--- config.mk ---
export PLATFORM = sky130hd
export DESIGN_NAME = wdt_window
export DESIGN_NICKNAME = d
export VERILOG_FILES = /design/src/rtl/wdt_window.sv
export SDC_FILE = /design/constraint.sdc
export NUM_CORES = 1
export LEC_CHECK = 0
export BUFFER_PORTS_ARGS = -buffer_cell sky130_fd_sc_hd__buf_4
export CAP_MARGIN = 20
export CORE_AREA = 2 2 80 82
export DETAILED_ROUTE_END_ITERATION = 8
export DIE_AREA = 0 0 82 84
export GPL_TIMING_DRIVEN = 0
export PLACE_DENSITY_LB_ADDON = 0.3
export SLEW_MARGIN = 0
export SYNTH_ARGS = -nofsm -noshare
export SYNTH_HDL_FRONTEND = slang
export SYNTH_SLANG_ARGS = --single-unit
--- constraint.sdc ---
create_clock -name clk -period 2.6 [get_ports clk]
set_clock_uncertainty 0.05 [all_clocks]
set_input_delay 0.39 -clock clk [delete_from_list [all_inputs] [get_ports clk]]
set_output_delay 0.39 -clock clk [all_outputs]
set_load 0.05 [all_outputs]
--- src/rtl/wdt_window.sv ---
module wdt_window #(
  parameter int          CW       = 12,
  parameter logic [7:0]  KEY      = 8'hA5,
  parameter logic [31:0] MODE_RST = 32'h3FFF_2FFF
) (
  input  logic        clk,
  input  logic        rst_n,
  input  logic        bus_sel,
  input  logic        bus_we,
  input  logic [1:0]  bus_addr,
  input  logic [31:0] bus_wdata,
  output logic [31:0] bus_rdata,
  input  logic        tick_en,
  input  logic        idle_in,
  input  logic        debug_in,
  output logic        fault_irq,
  output logic        rst_req_sys,
  output logic        rst_req_cpu
);
  localparam logic [31:0] MODE_MASK = 32'h3FFF_FFFF;
  localparam int WIN_LSB = 16;
  localparam int B_FIE = 12, B_RSTEN = 13, B_CPU = 14, B_DIS = 15;
  localparam int B_IDLE = 28, B_DBG = 29;

  logic [31:0]   mode_q;
  logic          locked;
  logic [CW-1:0] cnt;
  logic [1:0]    status_q;

  wire [CW-1:0] reload = mode_q[CW-1:0];
  wire [CW-1:0] window = mode_q[WIN_LSB +: CW];
  wire          dis    = mode_q[B_DIS];

  wire wr      = bus_sel & bus_we;
  wire rd_stat = bus_sel & ~bus_we & (bus_addr == 2'd2);
  wire mode_wr = wr & (bus_addr == 2'd1) & ~locked;
  wire restart_ok = wr & (bus_addr == 2'd0) & (bus_wdata[31:24] == KEY)
                    & bus_wdata[0] & ~dis;

  wire halted = (idle_in & mode_q[B_IDLE]) | (debug_in & mode_q[B_DBG]);
  wire run    = tick_en & ~dis & ~halted;

  wire ev_err = restart_ok & (cnt > window);
  wire ev_unf = run & ~restart_ok & ~mode_wr & (cnt == '0);
  wire fault  = ev_err | ev_unf;

  always_ff @(posedge clk) begin
    if (!rst_n) begin
      mode_q <= MODE_RST;
      locked <= 1'b0;
    end else if (mode_wr) begin
      mode_q <= bus_wdata & MODE_MASK;
      locked <= 1'b1;
    end
  end

  always_ff @(posedge clk) begin
    if (!rst_n)          cnt <= '1;
    else if (mode_wr)    cnt <= bus_wdata[CW-1:0];
    else if (restart_ok) cnt <= reload;
    else if (run)        cnt <= (cnt == '0) ? reload : cnt - 1'b1;
  end

  always_ff @(posedge clk) begin
    if (!rst_n) status_q <= '0;
    else        status_q <= (rd_stat ? 2'b00 : status_q) | {ev_err, ev_unf};
  end

  always_ff @(posedge clk) begin
    if (!rst_n) begin
      rst_req_sys <= 1'b0;
      rst_req_cpu <= 1'b0;
    end else begin
      rst_req_sys <= fault & mode_q[B_RSTEN] & ~mode_q[B_CPU];
      rst_req_cpu <= fault & mode_q[B_RSTEN] &  mode_q[B_CPU];
    end
  end

  assign fault_irq = mode_q[B_FIE] & (|status_q);

  always_comb begin
    case (bus_addr)
      2'd1:    bus_rdata = mode_q;
      2'd2:    bus_rdata = {30'b0, status_q};
      default: bus_rdata = '0;
    endcase
  end
endmodule


== Word level (Yosys, flattened, before mapping) ==
Cells that the tools add are included.
W data, S select, Z words.
Word-level totals
  output and inout bits: 35
  bits of input ports: 41
  register bits: 47
  word-level logic and storage cells: 52
Cells by class
  add/sub/neg operators: 1
  eq/ne operators: 3
  reduce and logical (&&, ||, !) cells: 4
  multiplexer cells: 6
  magnitude comparators: 1
  bitwise gates (word level): 31
Operators by type and width (number)
  $pmux W30 S2: 1
  $mux W12: 4
  $and A1 B1 Y1: 21
  $gt A12 B12 Y1: 1
  $logic_not A12 Y1: 1
  $sub A12 B1 Y12 const B: 1
  $eq A8 B8 Y1 const B: 1
  $not A1 Y1: 7
  $reduce_bool A3 Y1: 1
  $eq A2 B1 Y1 const B: 1
  $eq A2 B2 Y1 const B: 1
  $logic_not A2 Y1: 1
  $mux W2: 1
  $or A1 B1 Y1: 2
  $or A2 B2 Y2: 1
  $reduce_or A2 Y1: 1

== Depth between registers and ports, before layout ==
Gate-level depths: netlist of the first run.
  depth after elaboration: 12
  depth in mapped cells: 9
  gate-level depth less buffers: 7

== Worst setup path after synthesis of the first run ==
No wires, ideal clock.
  path type: input-to-output
  start: input port bus_addr[1]
  end: output port bus_rdata[0]
  stages: 5
  required time: 2.160 ns
  path buffers: 1
  data arrival time: 1.688 ns
  slack: 0.472 ns
  cell sequence: inv_1 > ha_1 > clkbuf_1 > a22oi_1 > nor2b_1
On the way
  cells in the longest elaborated chain, start to end: 2
  elaborated cells between the ends (all ways): 3
  those cells by class: eq/ne (2); mux (1)
Ends and longest elaborated chain
  start, declared: line 10  | input logic [1:0] bus_addr,
  $eq A2 B2 Y1 or $eq A2 B1 Y1 (tied branches): line 82  | case (bus_addr)
  $pmux W30 S2 (*): line 82
  end, declared: line 12  | output logic [31:0] bus_rdata,
Every way passes the cells marked *; elsewhere a longest branch is shown, timed or not.

== Worst setup path in the final report of the first run ==
  start: register cnt[4]
  end: register cnt[7]
On the way
  cells in the longest elaborated chain, start to end: 5
  elaborated cells between the ends (all ways): 6
  those cells by class: add/sub (1); mux (4); reduce/logical (1)
Ends and longest elaborated chain
  start, declared: line 27  | logic [CW-1:0] cnt;
  start signal, assigned: line 59  | else if (mode_wr) cnt <= bus_wdata[CW-1:0];
  start signal, assigned: line 60  | else if (restart_ok) cnt <= reload;
  start signal, assigned: line 61  | else if (run) cnt <= (cnt == '0) ? reload : cnt - 1'b1;
  $sub A12 B1 Y12 or $logic_not A12 Y1 (tied branches): line 61
  $mux W12 (*) (2 in a row): line 61
  $mux W12 (*): line 60
  $mux W12 (*): line 59
Every way passes the cells marked *; elsewhere a longest branch is shown, timed or not. The select of a mux whose other input is x is not followed.
A chain may end at the register's enable or synchronous reset.

==> impl_results.md, run 1 <==
* Post-synth EDFFs at 0
* Worst-margin pin slew at 0.8169 ns
* Area of the die at a little under 7000 µm²
* Layout Cells excl Fill at approximately 500
* FP Rows at 29
* Most common cell after layout, fill and taps aside: buf_4
* Setup violators final at 0
* Worst setup slack after layout at 0.2653 ns
* Gr usage total at 24.20%
* Placed insts at between 500 and 600
* Max-slew headroom at 45.12%
* Status: finished clean
* Period minus WS final at between 2 and 2.5 ns
* Crit share post-route at between 80 and 90%
* Final Net Count at between 400 and 500
* Die H at approximately 84 µm
* Vias at 2908
* Vias in the first global route at around 2700
* Reg2Reg Launch Point: cnt[4]
* GRT overflow at 0
* Critical path, cell by cell: or4_4 > nor4_4 > nor3_1 > a21boi_0 > o221a_2
* Via-per-instance ratio at about 5.7
* HPWL Detailed at just over 6 mm
* WHS Endpoint: mode_q[16]
* Crit path from: cnt[4]
* Top Ports at 76
* Pint at ~1200 µW
* Post-synth top area share at between 30% and 40%
* Sequential share of power at about 45%
* DRT Wirelength at slightly above 8 mm
* Crit path buf inv count at 0
* Worst r2r path cells at 5
* Register area share after synthesis at roughly 33%
* Top cells by area, synth: dfxtp_1, ha_1, nand2_1
* Max_cap viols at 0
* CP max FO at 8
* CP top delay family: simple AND/OR/NAND/NOR gates
* Crit-path slowest cell: or4_4
* Peak VDD IR at around 290 µV
* CTS tree: done
* # diodes at 0
* Hold_sp: bus_wdata[16]
* Max Slew Vio Count at 0
* H-tree depth at 2
* Pwr Total at about 1700 µW
* Ys async rst share at 0%
* Max Root-Sink Buffers at 2
* Pre-CTS WS at -0.2144 ns
* Hold Path Depth at 3
* Initial antenna violation count at 0
* Clk Latency, worst-skew pair at 0.31 ns
* Starting density of the core at 46.51%
* Cell Area, Synth at around 2800 µm²
* Kind of critical path: reg2reg
* # DRC at 0
* Synth Area per Inst at 7.987 µm²
* HP Class: in2reg
* Net Sw Power at 492.7 µW
* LEAKAGE at around 0.0017 µW
* First-pass GRT wire length at approximately 13 mm
* Initial DRC count at 224
* Reg-to-reg endpoint: cnt[7]
* CTS Buf Count at 5
* Most used DFF post-synth: dfxtp_1
* Area growth from synthesis to layout at 26.88%
* Largest net degree at the start of global routing at 15
* Fmax at 0.4283 GHz
* Share of cells above drive strength 1 at 22.94%
* Core area at between 6000 and 7000 µm²
* CTS sink count at 47
* Power Density at between 400 and 500 nW/µm²
* Clock-pin slew on the worst setup and hold paths at ~0.10 ns
* Synth Register Bits at 47
* GP Congestion at ~0.9
* Most frequent cells in the layout: buf_4, nand2_1, dfxtp_1
* Critical path's largest stage delay at about 0.61 ns
* RSZ-0062 raised after global routing: false
* Sw Ratio at between 20 and 30%
* YS warnings at 0
* Worst Path Arrival at 2.48 ns
* Crit. End Element: flop
* Fin. Hold Viols at 0
* Reg2Reg Setup Slack at about 0.27 ns
* Area leader, netlist: dfxtp_1
* Crit start category: flop
* Clock Power Share at about a third
* Number of setup buffers added after CTS at 0
* CTS root buffer: clkbuf_8
* Count of input and output buffers at roughly 70
* Antenna Nets Post-Route at 0
* Die X at around 80 µm
* WL/cell at about 16 µm
* Post-synthesis instance total at 355
* CP required at around 2.8 ns
* Gate power share at a little over a fifth
* 1st-pass router iterations at 5
* Netlist cell types at 56
[worst max path at each step]
| stage | to | slack [ns] | cells after the start |
|---|---|---|---|
| 2_1_floorplan | bus_rdata[0] | 0.47 | 5 |
| 3_3_place_gp | cnt[5] | -0.16 | 8 |
| 3_5_place_dp | cnt[5] | -0.21 | 8 |
| 5_1_grt | mode_q[12] | 0.15 | 9 |
| 6_report | cnt[7] | 0.27 | 5 |
| 4_1_cts | cnt[5] | 0.13 | 8 |
[cell type report]
type | instances | area (µm²)
plain buffers | 18 | 103.9
clock buffers | 6 | 82.58
clock inverters | 2 | 35.03
fillers | 566 | 2499
inverters | 18 | 67.56
multi-input cells | 273 | 1730
flip-flops and latches | 47 | 940.9
well taps | 77 | 96.34
repair buffers | 72 | 540.5
[cell usage after synthesis (3+ instances only)]
library cell  count
nand2_1          53
dfxtp_1          47
and2_1           29
nor2_1           28
nand3_1          21
ha_1             17
inv_1            17
o211ai_1         17
a21oi_1          16
nor3_1           10
clkbuf_1          9
o21ai_0           7
nand4_1           6
a211oi_1          5
a21o_1            4
nor2b_1           4
a21boi_0          3
a221oi_1          3
buf_6             3
nor4_1            3
o21a_1            3
o221a_2           3
[layer usage]
metal  up-vias  part of all wire (%)  track usage (%)
met2        99                    48            38.88
met5         -                     0                0
li1       1432                     -                -
met1      1364                    44            32.84
met4         0                   1.7            8.182
met3        13                   5.6            3.355
[worst min-delay path, delay by kind of cell]
| kind | cells | cell delay [ns] |
|---|---|---|
| buffers and inverters | 1 | 0.08 |
| AND/OR/NAND/NOR | 2 | 0.10 |
[state kept, by name, indices dropped and copies added (netlist names)]
name / cells
mode_q: 30
status_q: 2
cnt: 12
locked: 1
rst_req_cpu: 1
rst_req_sys: 1
[cells by family (layout without fill, tap and decap cells)]
| family | Yosys count | after routing | share of synthesized area [%] |
|---|---|---|---|
| AND/OR/NAND/NOR | 177 | 177 | 33.01 |
| adder cells (fa/ha/maj) | 17 | 17 | 7.502 |
| flip-flops | 47 | 47 | 33.19 |
| buffers and inverters | 36 | 116 | 6.045 |
| XOR/XNOR | 1 | 1 | 0.3090 |
| AO/OA/AOI/OAI | 76 | 76 | 19.82 |
| other | 1 | 2 | 0.1323 |
[power groups by stage]
stage	registers, µW	logic, µW	clock network, µW
after CTS	755	350	575
after floorplan	766	227	0
after global routing	758	377	604
after detailed placement	772	349	0
final	755	351	572
after global placement	770	346	0
[through the flow]
stage	setup TNS (ns)	hold WS, ns	cell area, µm²	util [%]
6_report	0	0.2383	3597	59.01
5_1_grt	0	0.2388	3597	59.01
4_1_cts	0	0.2387	3593	58.95
3_5_place_dp	-0.7228	0.4125	3476	57.02
3_3_place_gp	-0.4920	0.4076	3476	57.02
2_1_floorplan	0	0.3902	2839	-
[timing repair]
action	in CTS	in global routing
setup endpoints to repair	0	2
hold buffers	0	0
resized for setup	0	1
(Power assumes the default switching activity.)
==> run 2: changes to the inputs <==
- CAP_MARGIN: 20 -> not set
- GPL_TIMING_DRIVEN: 0 -> not set
==> run 2 against run 1 <==
Largest cell class unchanged; sequential power barely moved; critical path type unchanged; maximum frequency rose by 3.6%; sequential cell count is the same; via count is 1.4% lower; total power down 5.1%; hold slack better by 0.0029 ns; count of clock-buffer cells in the layout is 2 higher; largest power group unchanged; clock power down 14%; combinational power decreased by 1%; wire length is 7.2% lower; design area down 0.73%; die area unchanged.
==> impl_results.md, run 2 (synthesis results as in run 1) <==
* Number of setup buffers added after CTS at 0 (unchanged)
* Critical path's largest stage delay at 0.61 ns (about the same)
* 1st-pass router iterations at 4 (was 5)
* Hold Buf Count CTS at 0 (unchanged)
* Crit share post-route at 86.66% (was 89.80%)
* WL/cell at 14.92 µm (was 15.93 µm)
* CTS Buf Count at 5 (unchanged)
* CTS sink count at 47 (unchanged)
* Pint at 1118 µW (was 1186 µW)
* Largest net degree at the start of global routing at 36 (was 15)
* Placed insts at 500 (was 505)
* HPWL Detailed at 5.811 mm (was 6.235 mm)
* CTS root buffer: clkbuf_8 (unchanged)
* Die X at 82 µm (unchanged)
* Max Slew Vio Count at 0 (unchanged)
* GP Congestion at 0.8672 (was 0.9126)
* Met1 usage at 31.51% (was 32.84%)
* Largest regs: mode_q: 30 flops, cnt: 12 flops, status_q: 2 flops (unchanged)
* Period minus WS final at 2.253 ns (was 2.335 ns)
* Share of cells above drive strength 1 at 24.59% (was 22.94%)
* CP required at 2.78 ns (was 2.75 ns)
* LEAKAGE at 0.001674 µW (about the same)
* # fillers at 581 (was 566)
* Initial DRC count at 185 (was 224)
* Met3 Track Usage GR at 4.113% (was 3.355%)
* Clk Latency, worst-skew pair at 0.30 ns (was 0.31 ns)
* RSZ-0062 raised after global routing: false (unchanged)
* Gate power share at 21.8% (was 20.9%)
* Pwr Total at 1593 µW (was 1679 µW)
* Setup violators final at 0 (unchanged)
* Status: finished clean (unchanged)
* Top reg by flops: mode_q (unchanged)
* CP max FO at 8 (unchanged)
* Fin. Hold Viols at 0 (unchanged)
* Stages on worst setup path at 5 (unchanged)
* Count of input and output buffers at 73 (was 72)
* Vias in the first global route at 2612 (was 2724)
* Die H at 84 µm (unchanged)
* GRT overflow at 0 (unchanged)
* Area growth from synthesis to layout at 25.95% (was 26.88%)
* Fmax at 0.4438 GHz (was 0.4283 GHz)
* Setup TNS at 0 ns (unchanged)
* Worst setup slack after layout at 0.3468 ns (was 0.2653 ns)
* Final Net Count at 488 (was 493)
* Critical path endpoint: cnt[3] (was cnt[7])
* Critical path, cell by cell: or4_4 > or4_4 > a21oi_4 > a221oi_1 > a211oi_2 (was or4_4 > nor4_4 > nor3_1 > a21boi_0 > o221a_2)
* Pre-CTS WS at 0.1904 ns (was -0.2144 ns)
* CP top delay family: simple AND/OR/NAND/NOR gates (unchanged)
* Crit. End Element: flop (unchanged)
* Max Root-Sink Buffers at 2 (unchanged)
* Starting density of the core at 46.51% (unchanged)
* Post-cts sizing count at 0 (unchanged)
* Area of the die at 6888 µm² (unchanged)
* Crit start category: flop (unchanged)
* First-pass GRT wire length at 12.38 mm (was 13.04 mm)
* Gr usage total at 22.74% (was 24.20%)
* Core area at 6096 µm² (unchanged)
* Kind of critical path: reg2reg (unchanged)
* CTS tree: done (unchanged)
* Most common cell after layout, fill and taps aside: buf_4 (unchanged)
* Number of flip-flops in the largest register at 30 (unchanged)
* Crit path from: cnt[4] (unchanged)
* Sequential share of power at 47.4% (was 45.0%)
* GRT busiest layer: met2 (unchanged)
* Via-per-instance ratio at 5.646 (was 5.669)
* Met2 usage at 35.25% (was 38.88%)
* FP Rows at 29 (unchanged)
* Peak VDD IR at 298.6 µV (was 288.1 µV)
* Layout Cells excl Fill at 508 (was 513)
* Initial antenna violation count at 0 (unchanged)
* Reg2Reg Launch Point: cnt[4] (unchanged)
* H-tree depth at 2 (unchanged)
* # DRC at 0 (unchanged)
* Worst Path Arrival at 2.43 ns (was 2.48 ns)
* Top Ports at 76 (unchanged)
* Net Sw Power at 475.8 µW (was 492.7 µW)
* Sw Ratio at 29.86% (was 29.35%)
* Crit path buf inv count at 0 (unchanged)
* Reg2Reg Setup Slack at 0.35 ns (was 0.27 ns)
* Antenna Nets Post-Route at 0 (unchanged)
* Worst-margin pin slew at 0.5496 ns (was 0.8169 ns)
* Max_cap viols at 0 (unchanged)
* # diodes at 0 (unchanged)
* Reg-to-reg endpoint: cnt[3] (was cnt[7])
* Top cell by count, worst path: or4_4
* HP Class: in2reg (unchanged)
* Most frequent cells in the layout: buf_4, nand2_1, dfxtp_1 (unchanged)
* Max-slew headroom at 62.86% (was 45.12%)
* Clock Power Share at 30.8% (was 34.1%)
* Power Density at 446.2 nW/µm² (was 466.6 nW/µm²)
* Crit-path slowest cell: or4_4 (unchanged)
* Worst r2r path cells at 5 (unchanged)
* Clock-pin slew on the worst setup and hold paths at 0.09 ns (was 0.10 ns)
* Vias at 2868 (was 2908)
* DRT Wirelength at 7.580 mm (was 8.171 mm)
-- run 2: cell types whose count changed in the layout (fill, tap and decap cells not counted), sizes merged --
cell         change
dlygate4sd1      -1
clkinv           -1
bufinv           -1
buf              +5
clkbuf           -7
-- run 2: worst reg2reg max path, cell delays in order, from the launching register on --
cell,delay (ns)
dfxtp_1,0.39
or4_4,0.61
or4_4,0.59
a21oi_4,0.22
a221oi_1,0.11
a211oi_2,0.21
-- run 2: power by group through the flow --
stage | logic (µW) | registers [µW] | clock network, µW
3_5_place_dp | 347 | 771 | 0
4_1_cts | 348 | 754 | 499
2_1_floorplan | 227 | 766 | 0
3_3_place_gp | 341 | 771 | 0
5_1_grt | 375 | 757 | 524
6_report | 347 | 755 | 491
-- run 2: stage by stage --
step | cell area (µm²) | util [%] | hold WS (ns)
after floorplan | 2839 | - | 0.3902
after global placement | 3471 | 56.94 | 0.4075
after detailed placement | 3471 | 56.94 | 0.4124
after CTS | 3571 | 58.58 | 0.2425
after global routing | 3571 | 58.58 | 0.2506
final | 3571 | 58.58 | 0.2411
-- run 2: worst min path at each step --
| stage | endpoint | cells past startpoint | slack (ns) | startpoint |
|---|---|---|---|---|
| after floorplan | mode_q[6] | 1 | 0.39 | mode_q[6] |
| after global placement | mode_q[12] | 2 | 0.41 | mode_q[12] |
| after detailed placement | mode_q[12] | 2 | 0.41 | mode_q[12] |
| after CTS | mode_q[13] | 3 | 0.24 | bus_wdata[13] |
| after global routing | mode_q[13] | 3 | 0.25 | bus_wdata[13] |
| final | mode_q[13] | 3 | 0.24 | bus_wdata[13] |
-- run 2: layout make-up --
| cell class | count | area, µm² | share of cell area (%) |
|---|---|---|---|
| multi-input combinational | 273 | 1728 | 48.39 |
| sequential | 47 | 940.9 | 26.35 |
| timing repair buffer | 85 | 638.1 | 17.87 |
| clock buffer | 8 | 100.1 | 2.803 |
| tap | 77 | 96.34 | 2.698 |
| inverter | 18 | 67.56 | 1.892 |
-- run 2: layer usage --
| layer | vias up | part of all wire, % |
|---|---|---|
| met5 | - | 0 |
| met1 | 1307 | 44 |
| met2 | 123 | 46 |
| li1 | 1422 | - |
| met3 | 16 | 7.8 |
| met4 | 0 | 1.8 |
